[src/rtl/serial_irq_pkg.sv]
package serial_irq_pkg;
  localparam int NSRC     = 3;
  localparam int SRC_RXTH = 0;
  localparam int SRC_RXTO = 1;
  localparam int SRC_TXTH = 2;

  // Enable bit position in the control register, per source.
  localparam int EN_POS   [NSRC] = '{12, 9, 13};
  // Pending bit position in the status register, per source.
  localparam int STAT_POS [NSRC] = '{4, 9, 5};

  localparam logic [1:0] IDX_CTRL = 2'd0;
  localparam logic [1:0] IDX_STAT = 2'd1;
endpackage

[src/rtl/rx_level_cmp.sv]
module rx_level_cmp #(
  parameter int DEPTH = 16,
  parameter int TRIG  = 8,
  localparam int CNT_W = $clog2(DEPTH + 1)
) (
  input  logic [CNT_W-1:0] count,
  output logic             reached
);
  localparam logic [CNT_W-1:0] TRIG_V = CNT_W'(TRIG);
  assign reached = (count >= TRIG_V);
endmodule

[src/rtl/irq_edge_latch.sv]
module irq_edge_latch (
  input  logic clk,
  input  logic rst,
  input  logic cond,
  input  logic clr,
  output logic pend,
  output logic pend_d
);
  logic cond_q;
  logic rise;

  assign rise = cond & ~cond_q;

  always_comb begin
    if (rise)      pend_d = 1'b1;
    else if (clr)  pend_d = 1'b0;
    else           pend_d = pend;
  end

  always_ff @(posedge clk) begin
    cond_q <= cond;
    if (rst) pend <= 1'b0;
    else     pend <= pend_d;
  end

  // a rising edge always leaves the flag pending
  p_set_on_edge_r2: assert property (@(posedge clk) disable iff (rst)
    (cond && !cond_q) |=> pend);
  // no edge and not pending means it stays clear
  p_no_spurious_r2: assert property (@(posedge clk) disable iff (rst)
    (!pend && !(cond && !cond_q)) |=> !pend);
  // clear without a competing edge drops the flag
  p_clear_r6: assert property (@(posedge clk) disable iff (rst)
    (clr && !(cond && !cond_q)) |=> !pend);
  // flag holds when not cleared
  p_hold_r6: assert property (@(posedge clk) disable iff (rst)
    (pend && !clr) |=> pend);
endmodule

[src/rtl/uart_event_irq.sv]
module uart_event_irq #(
  parameter int RX_DEPTH = 16,
  parameter int RX_TRIG  = 8,
  parameter int DATA_W   = 32,
  localparam int CNT_W   = $clog2(RX_DEPTH + 1)
) (
  input  logic              clk,
  input  logic              rst,
  input  logic              reg_we,
  input  logic [1:0]        reg_addr,
  input  logic [DATA_W-1:0] reg_wdata,
  output logic [DATA_W-1:0] reg_rdata,
  input  logic [CNT_W-1:0]  rx_count,
  input  logic              rx_timeout,
  input  logic              tx_below,
  output logic              irq
);
  import serial_irq_pkg::*;

  logic [NSRC-1:0] cond_vec;
  logic [NSRC-1:0] clr_vec;
  logic [NSRC-1:0] pend_q;
  logic [NSRC-1:0] pend_d;
  logic [NSRC-1:0] en_q;
  logic [NSRC-1:0] en_d;
  logic            rx_reached;
  logic            wr_ctrl;
  logic            wr_stat;
  logic [DATA_W-1:0] ctrl_view;
  logic [DATA_W-1:0] stat_view;
  logic            unused_wdata;

  assign unused_wdata = ^reg_wdata;

  rx_level_cmp #(.DEPTH(RX_DEPTH), .TRIG(RX_TRIG)) u_rx_cmp (
    .count   (rx_count),
    .reached (rx_reached)
  );

  always_comb begin
    cond_vec           = '0;
    cond_vec[SRC_RXTH] = rx_reached;
    cond_vec[SRC_RXTO] = rx_timeout;
    cond_vec[SRC_TXTH] = tx_below;
  end

  assign wr_ctrl = reg_we && (reg_addr == IDX_CTRL);
  assign wr_stat = reg_we && (reg_addr == IDX_STAT);

  for (genvar g = 0; g < NSRC; g++) begin : g_src
    assign clr_vec[g] = wr_stat && reg_wdata[STAT_POS[g]];
    assign en_d[g]    = wr_ctrl ? reg_wdata[EN_POS[g]] : en_q[g];

    irq_edge_latch u_latch (
      .clk    (clk),
      .rst    (rst),
      .cond   (cond_vec[g]),
      .clr    (clr_vec[g]),
      .pend   (pend_q[g]),
      .pend_d (pend_d[g])
    );
  end

  always_comb begin
    ctrl_view = '0;
    stat_view = '0;
    for (int i = 0; i < NSRC; i++) begin
      ctrl_view[EN_POS[i]]   = en_q[i];
      stat_view[STAT_POS[i]] = pend_q[i];
    end
  end

  always_ff @(posedge clk) begin
    if (rst) begin
      en_q      <= '0;
      irq       <= 1'b0;
      reg_rdata <= '0;
    end else begin
      en_q <= en_d;
      irq  <= |(pend_d & en_d);
      case (reg_addr)
        IDX_CTRL: reg_rdata <= ctrl_view;
        IDX_STAT: reg_rdata <= stat_view;
        default:  reg_rdata <= '0;
      endcase
    end
  end

  // the registered line tracks the enabled flags
  p_irq_level_r8: assert property (@(posedge clk) disable iff (rst)
    irq == |(pend_q & en_q));
  // dropping enables never clears flags
  p_en_off_keeps_r9: assert property (@(posedge clk) disable iff (rst)
    (wr_ctrl && !wr_stat && (pend_q != '0)) |=> (pend_q != '0));
  // a control write lands in the enables
  p_ctrl_write_r4: assert property (@(posedge clk) disable iff (rst)
    wr_ctrl |=> en_q[SRC_TXTH] == $past(reg_wdata[EN_POS[SRC_TXTH]]));
  // idle after reset
  p_reset_r1: assert property (@(posedge clk)
    $past(rst) |-> (en_q == '0 && pend_q == '0 && !irq));
endmodule

[config.mk]
export PLATFORM = sky130hd
export DESIGN_NAME = uart_event_irq
export DESIGN_NICKNAME = d
export VERILOG_FILES = /design/src/rtl/serial_irq_pkg.sv /design/src/rtl/rx_level_cmp.sv /design/src/rtl/irq_edge_latch.sv /design/src/rtl/uart_event_irq.sv
export SDC_FILE = /design/constraint.sdc
export NUM_CORES = 1
export LEC_CHECK = 0
export BUFFER_PORTS_ARGS = -buffer_cell sky130_fd_sc_hd__buf_2
export CAP_MARGIN = 0
export CORE_ASPECT_RATIO = 0.6
export CORE_MARGIN = 3
export CORE_UTILIZATION = 34
export DETAILED_ROUTE_END_ITERATION = 6
export HOLD_SLACK_MARGIN = 0.03
export PLACE_DENSITY = 0.78
export SLEW_MARGIN = 0
export SYNTH_ARGS = -nofsm -noshare
export SYNTH_HDL_FRONTEND = slang
export SYNTH_SLANG_ARGS = --single-unit
[constraint.sdc]
create_clock -name clk -period 1.4 [get_ports clk]
set_clock_uncertainty 0.1 [all_clocks]
set_input_delay 0.21 -clock clk [delete_from_list [all_inputs] [get_ports clk]]
set_output_delay 0.21 -clock clk [all_outputs]
set_load 0.02 [all_outputs]
==> impl_metrics.ini, run 1 <==
[setup_path]
cp.arrival_ns = 1.36
path_max_fanout = 2
cp_slowest_stage_delay_ns = 0.53
cpMaxStageDelayCell = dlygate4sd3_1
start_kind = input pin
path_class = in2reg
path_cells = dlygate4sd3_1 > buf_2 > nor2b_1 > a21oi_1 > o22a_1 > a21oi_2
worstPathRequired_ns = 1.47
critPathCaptureType = flip-flop

[global_route]
grt_pass1_vias = 423
grt.met3_usage = 0.04826
track_usage = 0.08398
busiest_layer = met2
met1_usage = 0.08186
grt_pass1_wl_um = 1738
grt.met2_usage = 0.1499
grt-ovfl-total = 0
grt_max_degree = 11
grt_antenna_before_repair = 0

[cells_and_area]
drive_gt1_frac = 0.2941
nets = 147
n_fill_cell = 210
finalNonFillerCells = 130
multiInputGateArea_um2 = 314.1
diodes = 0
area_growth_pct = 12.03
register_area_um2 = 300.3
postLayoutCellArea_um2 = 827.0

[timing]
rsz0062_at_grt = no
min_period_ns = 1.290
max_freq_ghz = 0.7749
setup_viol = 0
maxSlewViolCount = 0
finalHoldViolations = 0
fin_crit_sh = 0.9218

[placement]
dp.final_hpwl_um = 1006
io_buffers = 19
gp_congestion = 0.7440
place_area_um2 = 770.7
dp.cells = 123

[cts]
clock-sinks = 15
worst_skew_pair.late_latency_ns = 0.28
root_buffer = clkbuf_4
cts_tree = built
cts_setup_buffers = 0
htree_levels = 1
clockBufferDepth = 2
cts_made_buffers = 3
clk_pin_slew_ns = 0.08

[yosys]
ys_warn_count = 0
syn_area_um2 = 738.2
ys_ff_latch = 15
ys_seq_area_frac = 0.4068
ys.flop_type = dfxtp_1
yosysTopAreaCellShare = 0.4068
ys_top_cells_by_count = buf_4, dfxtp_1, nor2_1
synth_edf_count = 0
synth.area.top_cells = dfxtp_1, buf_4, mux2i_1
synth_cells = 76
netlist.top_cell.by_area = dfxtp_1
synth.most_common_cell = buf_4
syn_area_per_cell_um2 = 9.713
synthArstFlopShare = 0
ys_types = 20

[routing]
drc_errors = 0
drt-pass1-iter-count = 4
route.vias.total = 486
antenna_left = 0
drtIter0Drc = 7
routedWlPerCell_um = 9.431
finalWirelength_um = 1226
via_per_inst = 3.738

[floorplan]
start_util = 0.3782
die-area_um2 = 2785
die_w_um = 66.16
num_rows = 12
fp.dieH_um = 42.10
pin_count = 77
coreArea_um2 = 1952

[power]
ir_worst_vdd_mv = 0.2671
power_leakage_nw = 0.4138
power.density_nw_per_um2 = 1012

[status]
outcome = completed

[run]
drv_cap = 0

[hold_path]
hp-class = in2reg
-- final timing paths --
path,from,to,slack [ns],depth (start not counted)
min,rst,irq,0.11,2
min reg2reg,en_q[0],reg_rdata[12],0.36,1
max reg2reg,en_q[2],irq,0.42,3
max,rx_timeout,irq,0.11,6
-- cell type report --
type,instances,area share
timing repair buffer,25,0.1785
multi-input combinational,57,0.3797
sequential,15,0.3631
inverter,1,0.004539
tap,28,0.04236
clock buffer,4,0.03177
-- worst max-delay path: cells and delay by family --
family / cells / cell delay [ns]
and+or+nand+nor: 1 / 0.12
buffers and inverters: 2 / 0.65
AOI/OAI and AO/OA: 3 / 0.38
-- cells in the final DEF, fill, tap and decap left out --
cell type      count
o22a_1             1
nand4b_1           3
a21oi_2            1
a22o_1             1
clkbuf_1           1
or2_2              1
nor2_1             6
nor2b_1            3
inv_1              1
nor3b_4            1
nor3_1             2
conb_1            27
dfxtp_1           15
and2_1             2
buf_4              3
dlygate4sd3_1      3
clkbuf_4           3
mux2i_1            4
a21oi_1            2
and3_2             2
buf_2             19
nand2b_1           1
-- power by group --
part / leakage (nW) / internal (mW) / total, mW / switching [mW]
logic: 0.276 / 0.0474 / 0.153 / 0.105
registers: 0.123 / 0.443 / 0.449 / 0.00580
clock network: 0.0150 / 0.110 / 0.236 / 0.125
-- per-layer routing --
metal	vias to the layer above	wire length, um
li1	246	-
met1	220	456
met2	20	648
met3	0	122
met4	0	0
met5	-	0
-- kinds of logic after synthesis --
| group | count (synthesis) | synth area share |
|---|---|---|
| other | 1 | 0.005080 |
| buffers and inverters | 30 | 0.3000 |
| and+or+nand+nor | 21 | 0.1848 |
| AOI/OAI and AO/OA | 5 | 0.04916 |
| muxes | 4 | 0.05424 |
| DFF | 15 | 0.4068 |
-- what timing repair did --
item | CTS | global route
hold endpoints to repair | 3 | 0
gates resized for setup | 0 | 0
hold buffers | 3 | 0
-- metrics by stage --
stage               setup TNS (ns)    util  power, mW  worst slack, ns  hold WS, ns
global route                     0  0.4237     0.8755          0.06252       0.1033
global placement                 0  0.3949     0.6005         0.008615       0.2247
floorplan                        0       -     0.6248           0.1474       0.1377
detailed placement        -0.02288  0.3949     0.6034         -0.02288       0.2269
CTS                              0  0.4237     0.8463           0.1088      0.09707
finish                           0  0.4237     0.8372           0.1095       0.1088
-- state kept, by name (all words and copies together) (netlist names) --
register	flops
reg_rdata	5
irq	1
g_src.u_latch.cond_q	3
en_q	3
g_src.u_latch.pend	3
No activity file was read; power rests on OpenSTA's default activity.
==> run 2: changes to the inputs <==
CTS_BUF_LIST = sky130_fd_sc_hd__clkbuf_4 sky130_fd_sc_hd__clkbuf_8 sky130_fd_sc_hd__clkbuf_16   (was default)
==> run 2 against run 1 <==
  * Critical path depth unchanged
  * Global-route usage did not move
  * Power rose by 2.6%
  * Wire length rose by 1.7%
  * Critical path type unchanged
  * Critical endpoint unchanged
==> impl_metrics.ini, run 2 (synthesis results as in run 1) <==
[timing]
holdWs_ns = 0.1075
rsz0062_at_grt = no
tns_ns = 0
maxSlewViolCount = 0
setup_viol = 0
finalHoldViolations = 0
max_freq_ghz = 0.7566
min_period_ns = 1.322
fin_crit_sh = 0.9440

[power]
ir_worst_vdd_mv = 0.3083
power_leakage_nw = 0.4172
power.density_nw_per_um2 = 1033

[floorplan]
die-area_um2 = 2785
die_w_um = 66.16
pin_count = 77
fp.dieH_um = 42.10
num_rows = 12
start_util = 0.3782
coreArea_um2 = 1952

[setup_path]
reg2reg_depth = 3
worstPathRequired_ns = 1.47
path_buf_inv = 2
rrSetupSlack_ns = 0.42
path_max_fanout = 2
cpMaxStageDelayCell = dlygate4sd3_1
crit_family = buffers and inverters
cp.arrival_ns = 1.39
worst_r2r_startpoint = en_q[2]
critPathCaptureType = flip-flop
cp_num_cells = 6
start_kind = input pin
path_cells = dlygate4sd3_1 > buf_2 > nor2b_1 > a21oi_1 > o22a_1 > a21oi_2
critPathCapture = irq
cp_slowest_stage_delay_ns = 0.56
crit_path_start = tx_below
path_class = in2reg
crit-reg2reg-capture = irq

[global_route]
grt_pass1_wl_um = 1745
grt_antenna_before_repair = 0
grt_max_degree = 11
track_usage = 0.08398
grt-ovfl-total = 0
grt_pass1_vias = 413

[cts]
cts_setup_buffers = 0
cts_tree = built
worst_skew_pair.late_latency_ns = 0.28
clockBufferDepth = 2
root_buffer = clkbuf_4
clock-sinks = 15
cts_resized = 0
htree_levels = 1
cts_made_buffers = 3
clk_pin_slew_ns = 0.08

[placement]
gp_congestion = 0.7440
dp.final_hpwl_um = 1006
io_buffers = 19

[cells_and_area]
diodes = 0
n_fill_cell = 206
drive_gt1_frac = 0.3039
area_growth_pct = 12.54
nets = 147
final_common_cell = conb_1
largest_reg_flops = 5
top_register = reg_rdata
most-common-layout-cells = conb_1, buf_2, dfxtp_1

[hold_path]
hold_path_depth = 2
hp-class = in2reg

[routing]
finalWirelength_um = 1247
routedWlPerCell_um = 9.592
route.vias.total = 484
via_per_inst = 3.723
drt-pass1-iter-count = 4
drc_errors = 0
drtIter0Drc = 4
antenna_left = 0

[run]
drv_cap = 0

[status]
outcome = completed
==> run 2: cell types whose count changed in the layout (fill, tap and decap cells not counted) <==
cell / change
clkbuf_1: -1
clkbuf_4: +1
==> run 2: through the flow <==
stage / power (mW) / worst slack [ns] / utilization / cells / area, um^2
floorplan: 0.6248 / 0.1474 / - / 102 / 835.8
global placement: 0.6005 / 0.008615 / 0.3949 / 123 / 770.7
detailed placement: 0.6034 / -0.02288 / 0.3949 / 123 / 770.7
CTS: 0.8640 / 0.1063 / 0.4256 / 130 / 830.8
global route: 0.8934 / 0.06006 / 0.4256 / 130 / 830.8
finish: 0.8586 / 0.07836 / 0.4256 / 130 / 830.8
==> run 2: cell type report <==
type	instances	area, um^2	share of cell area
Clock buffer	4	30.03	0.03614
Inverter	1	3.754	0.004518
Multi-Input combinational cell	57	314.1	0.3780
Sequential cell	15	300.3	0.3614
Tap cell	28	35.03	0.04217
Timing Repair Buffer	25	147.6	0.1777
==> run 2: how the worst min path moves through the flow <==
stage	start	endpoint	slack, ns
global route	reg_wdata[12]	en_q[0]	0.11
floorplan	rx_timeout	g_src[1].u_latch.cond_q	0.14
CTS	rst	irq	0.1
finish	rst	irq	0.11
detailed placement	rx_timeout	g_src[1].u_latch.cond_q	0.23
global placement	tx_below	g_src[2].u_latch.cond_q	0.22
==> run 2: repair_timing <==
| action | 4_1_cts | 5_1_grt |
|---|---|---|
| hold buffers | 3 | 0 |
| endpoints found under the hold margin | 3 | 0 |
| endpoints found under the setup margin | 0 | 0 |
==> run 2: routing by layer <==
metal	wire (um)	global-route usage	vias up	part of all wire
li1	-	-	246	-
met1	474	0.08347	219	0.38
met3	123	0.04826	0	0.099
met5	0	0	-	0
met2	649	0.1538	19	0.52
met4	0	0.01215	0	0
==> run 2: worst register-to-register path, cell delays in order, from the launching register on <==
cell and delay, ns:
dfxtp_1 0.31, mux2i_1 0.21, o22a_1 0.20, a21oi_2 0.05
==> run 2: power by group <==
part | internal [mW] | total, mW | switching [mW]
logic | 0.0475 | 0.153 | 0.106
registers | 0.443 | 0.449 | 0.00577
clock network | 0.130 | 0.257 | 0.127
==> run 3: changes to the inputs <==
CORE_MARGIN = 2   (was 3)
==> run 3 against run 2 <==
  * Power shrank 0.70%
  * Combinational power hardly changed
  * Core utilization shrank 3.2 points
  * Sequential power about the same
  * Die area fell by 7.6%
  * Count of clock-buffer cells in the layout stayed put
  * Largest power group unchanged
  * Via count grew 1.0%
  * First-iteration DRC count grew to 2.8 times the previous value
  * Global-route usage increased by 0.58 points
==> impl_metrics.ini, run 3 (synthesis results as in run 1) <==
[status]
outcome = completed

[setup_path]
cp.arrival_ns = 1.37
cp_slowest_stage_delay_ns = 0.53
start_kind = input pin
path_class = in2reg
path_max_fanout = 2
worstPathRequired_ns = 1.47
rrSetupSlack_ns = 0.44
path_cells = dlygate4sd3_1 > buf_2 > nor2b_1 > a21oi_1 > o22a_1 > a21oi_2
crit_path_start = rx_timeout
cpMaxStageDelayCell = dlygate4sd3_1
worst_r2r_startpoint = g_src[1].u_latch.cond_q
critPathCapture = irq
reg2reg_depth = 4
critPathCaptureType = flip-flop
crit-reg2reg-capture = irq

[cells_and_area]
most-common-layout-cells = conb_1, buf_2, dfxtp_1
postLayoutCellArea_um2 = 833.3
diodes = 0
drive_gt1_frac = 0.3039
area_growth_pct = 12.88
final_common_cell = conb_1
nets = 147
top_register = reg_rdata
largest_reg_flops = 5

[timing]
max_freq_ghz = 0.7683
holdWs_ns = 0.1037
min_period_ns = 1.302
finalHoldViolations = 0
maxSlewViolCount = 0
rsz0062_at_grt = no
setup_viol = 0
fin_crit_sh = 0.9297
tns_ns = 0

[floorplan]
start_util = 0.3491
pin_count = 77
die-area_um2 = 2572
coreArea_um2 = 2115
die_w_um = 64.16
num_rows = 13
fp.dieH_um = 40.10

[cts]
root_buffer = clkbuf_4
cts_tree = built
clock-sinks = 15
worst_skew_pair.late_latency_ns = 0.28
cts_made_buffers = 3
cts_setup_buffers = 0
htree_levels = 1
clk_pin_slew_ns = 0.08
clockBufferDepth = 2

[routing]
drt-pass1-iter-count = 3
drtIter0Drc = 11
route.vias.total = 489
finalWirelength_um = 1069
antenna_left = 0
routedWlPerCell_um = 8.098
drc_errors = 0
via_per_inst = 3.705

[global_route]
grt_max_degree = 11
grt_pass1_vias = 402
grt_antenna_before_repair = 0
track_usage = 0.08975
grt-ovfl-total = 0
grt_pass1_wl_um = 1607

[placement]
gp_congestion = 0.8004
dp.final_hpwl_um = 869.8
io_buffers = 19
place_area_um2 = 773.2

[power]
power.density_nw_per_um2 = 1023
power_leakage_nw = 0.4172
ir_worst_vdd_mv = 0.2249

[hold_path]
hp-class = in2reg

[run]
drv_cap = 0
run 3: cell counts in the layout (fill, tap and decap cells not counted):
No cell type changed its count.
run 3: per-stage QoR:
step / util / total power, mW / setup slack [ns] / cells
floorplan: - / 0.6248 / 0.1474 / 102
global placement: 0.3657 / 0.6011 / 0.04069 / 125
detailed placement: 0.3657 / 0.6030 / 0.05468 / 125
CTS: 0.3941 / 0.8626 / 0.09467 / 132
global route: 0.3941 / 0.9019 / 0.02126 / 132
finish: 0.3941 / 0.8526 / 0.09844 / 132
run 3: critical path: cells and delay by family:
family,cells,cell delay [ns]
buffers and inverters,2,0.65
AOI/OAI and AO/OA,3,0.38
and+or+nand+nor,1,0.12
run 3: what timing repair did:
| item | CTS | global route |
|---|---|---|
| hold buffers | 3 | 0 |
| gates resized for setup | 0 | 0 |
| endpoints found under the hold margin | 3 | 0 |
run 3: layout make-up:
cell class	instances	area, um^2
Tap cell	30	37.54
Fill cell	225	1281
Multi-Input combinational cell	57	314.1
Timing Repair Buffer	25	147.6
Clock buffer	4	30.03
Inverter	1	3.754
Sequential cell	15	300.3
run 3: how the worst min path moves through the flow:
stage | from | endpoint | cells after the start
floorplan | rx_timeout | g_src[1].u_latch.cond_q | 0
global placement | tx_below | g_src[2].u_latch.cond_q | 1
detailed placement | tx_below | g_src[2].u_latch.cond_q | 1
CTS | reg_wdata[12] | en_q[0] | 3
global route | rst | g_src[0].u_latch.pend | 2
finish | reg_wdata[12] | en_q[0] | 3
run 3: metal layers:
| layer | vias up | wire length, um | track usage |
|---|---|---|---|
| li1 | 246 | - | - |
| met1 | 215 | 474 | 0.09076 |
| met2 | 28 | 463 | 0.1641 |
| met3 | 0 | 132 | 0.05899 |
| met4 | 0 | 0 | 0.01596 |
| met5 | - | 0 | 0 |
run 3: power breakdown:
group / leakage [nW] / switching, mW / internal, mW
Combinational: 0.276 / 0.105 / 0.0475
Sequential: 0.123 / 0.00557 / 0.443
Clock: 0.0184 / 0.122 / 0.130
Total: 0.417 / 0.232 / 0.620
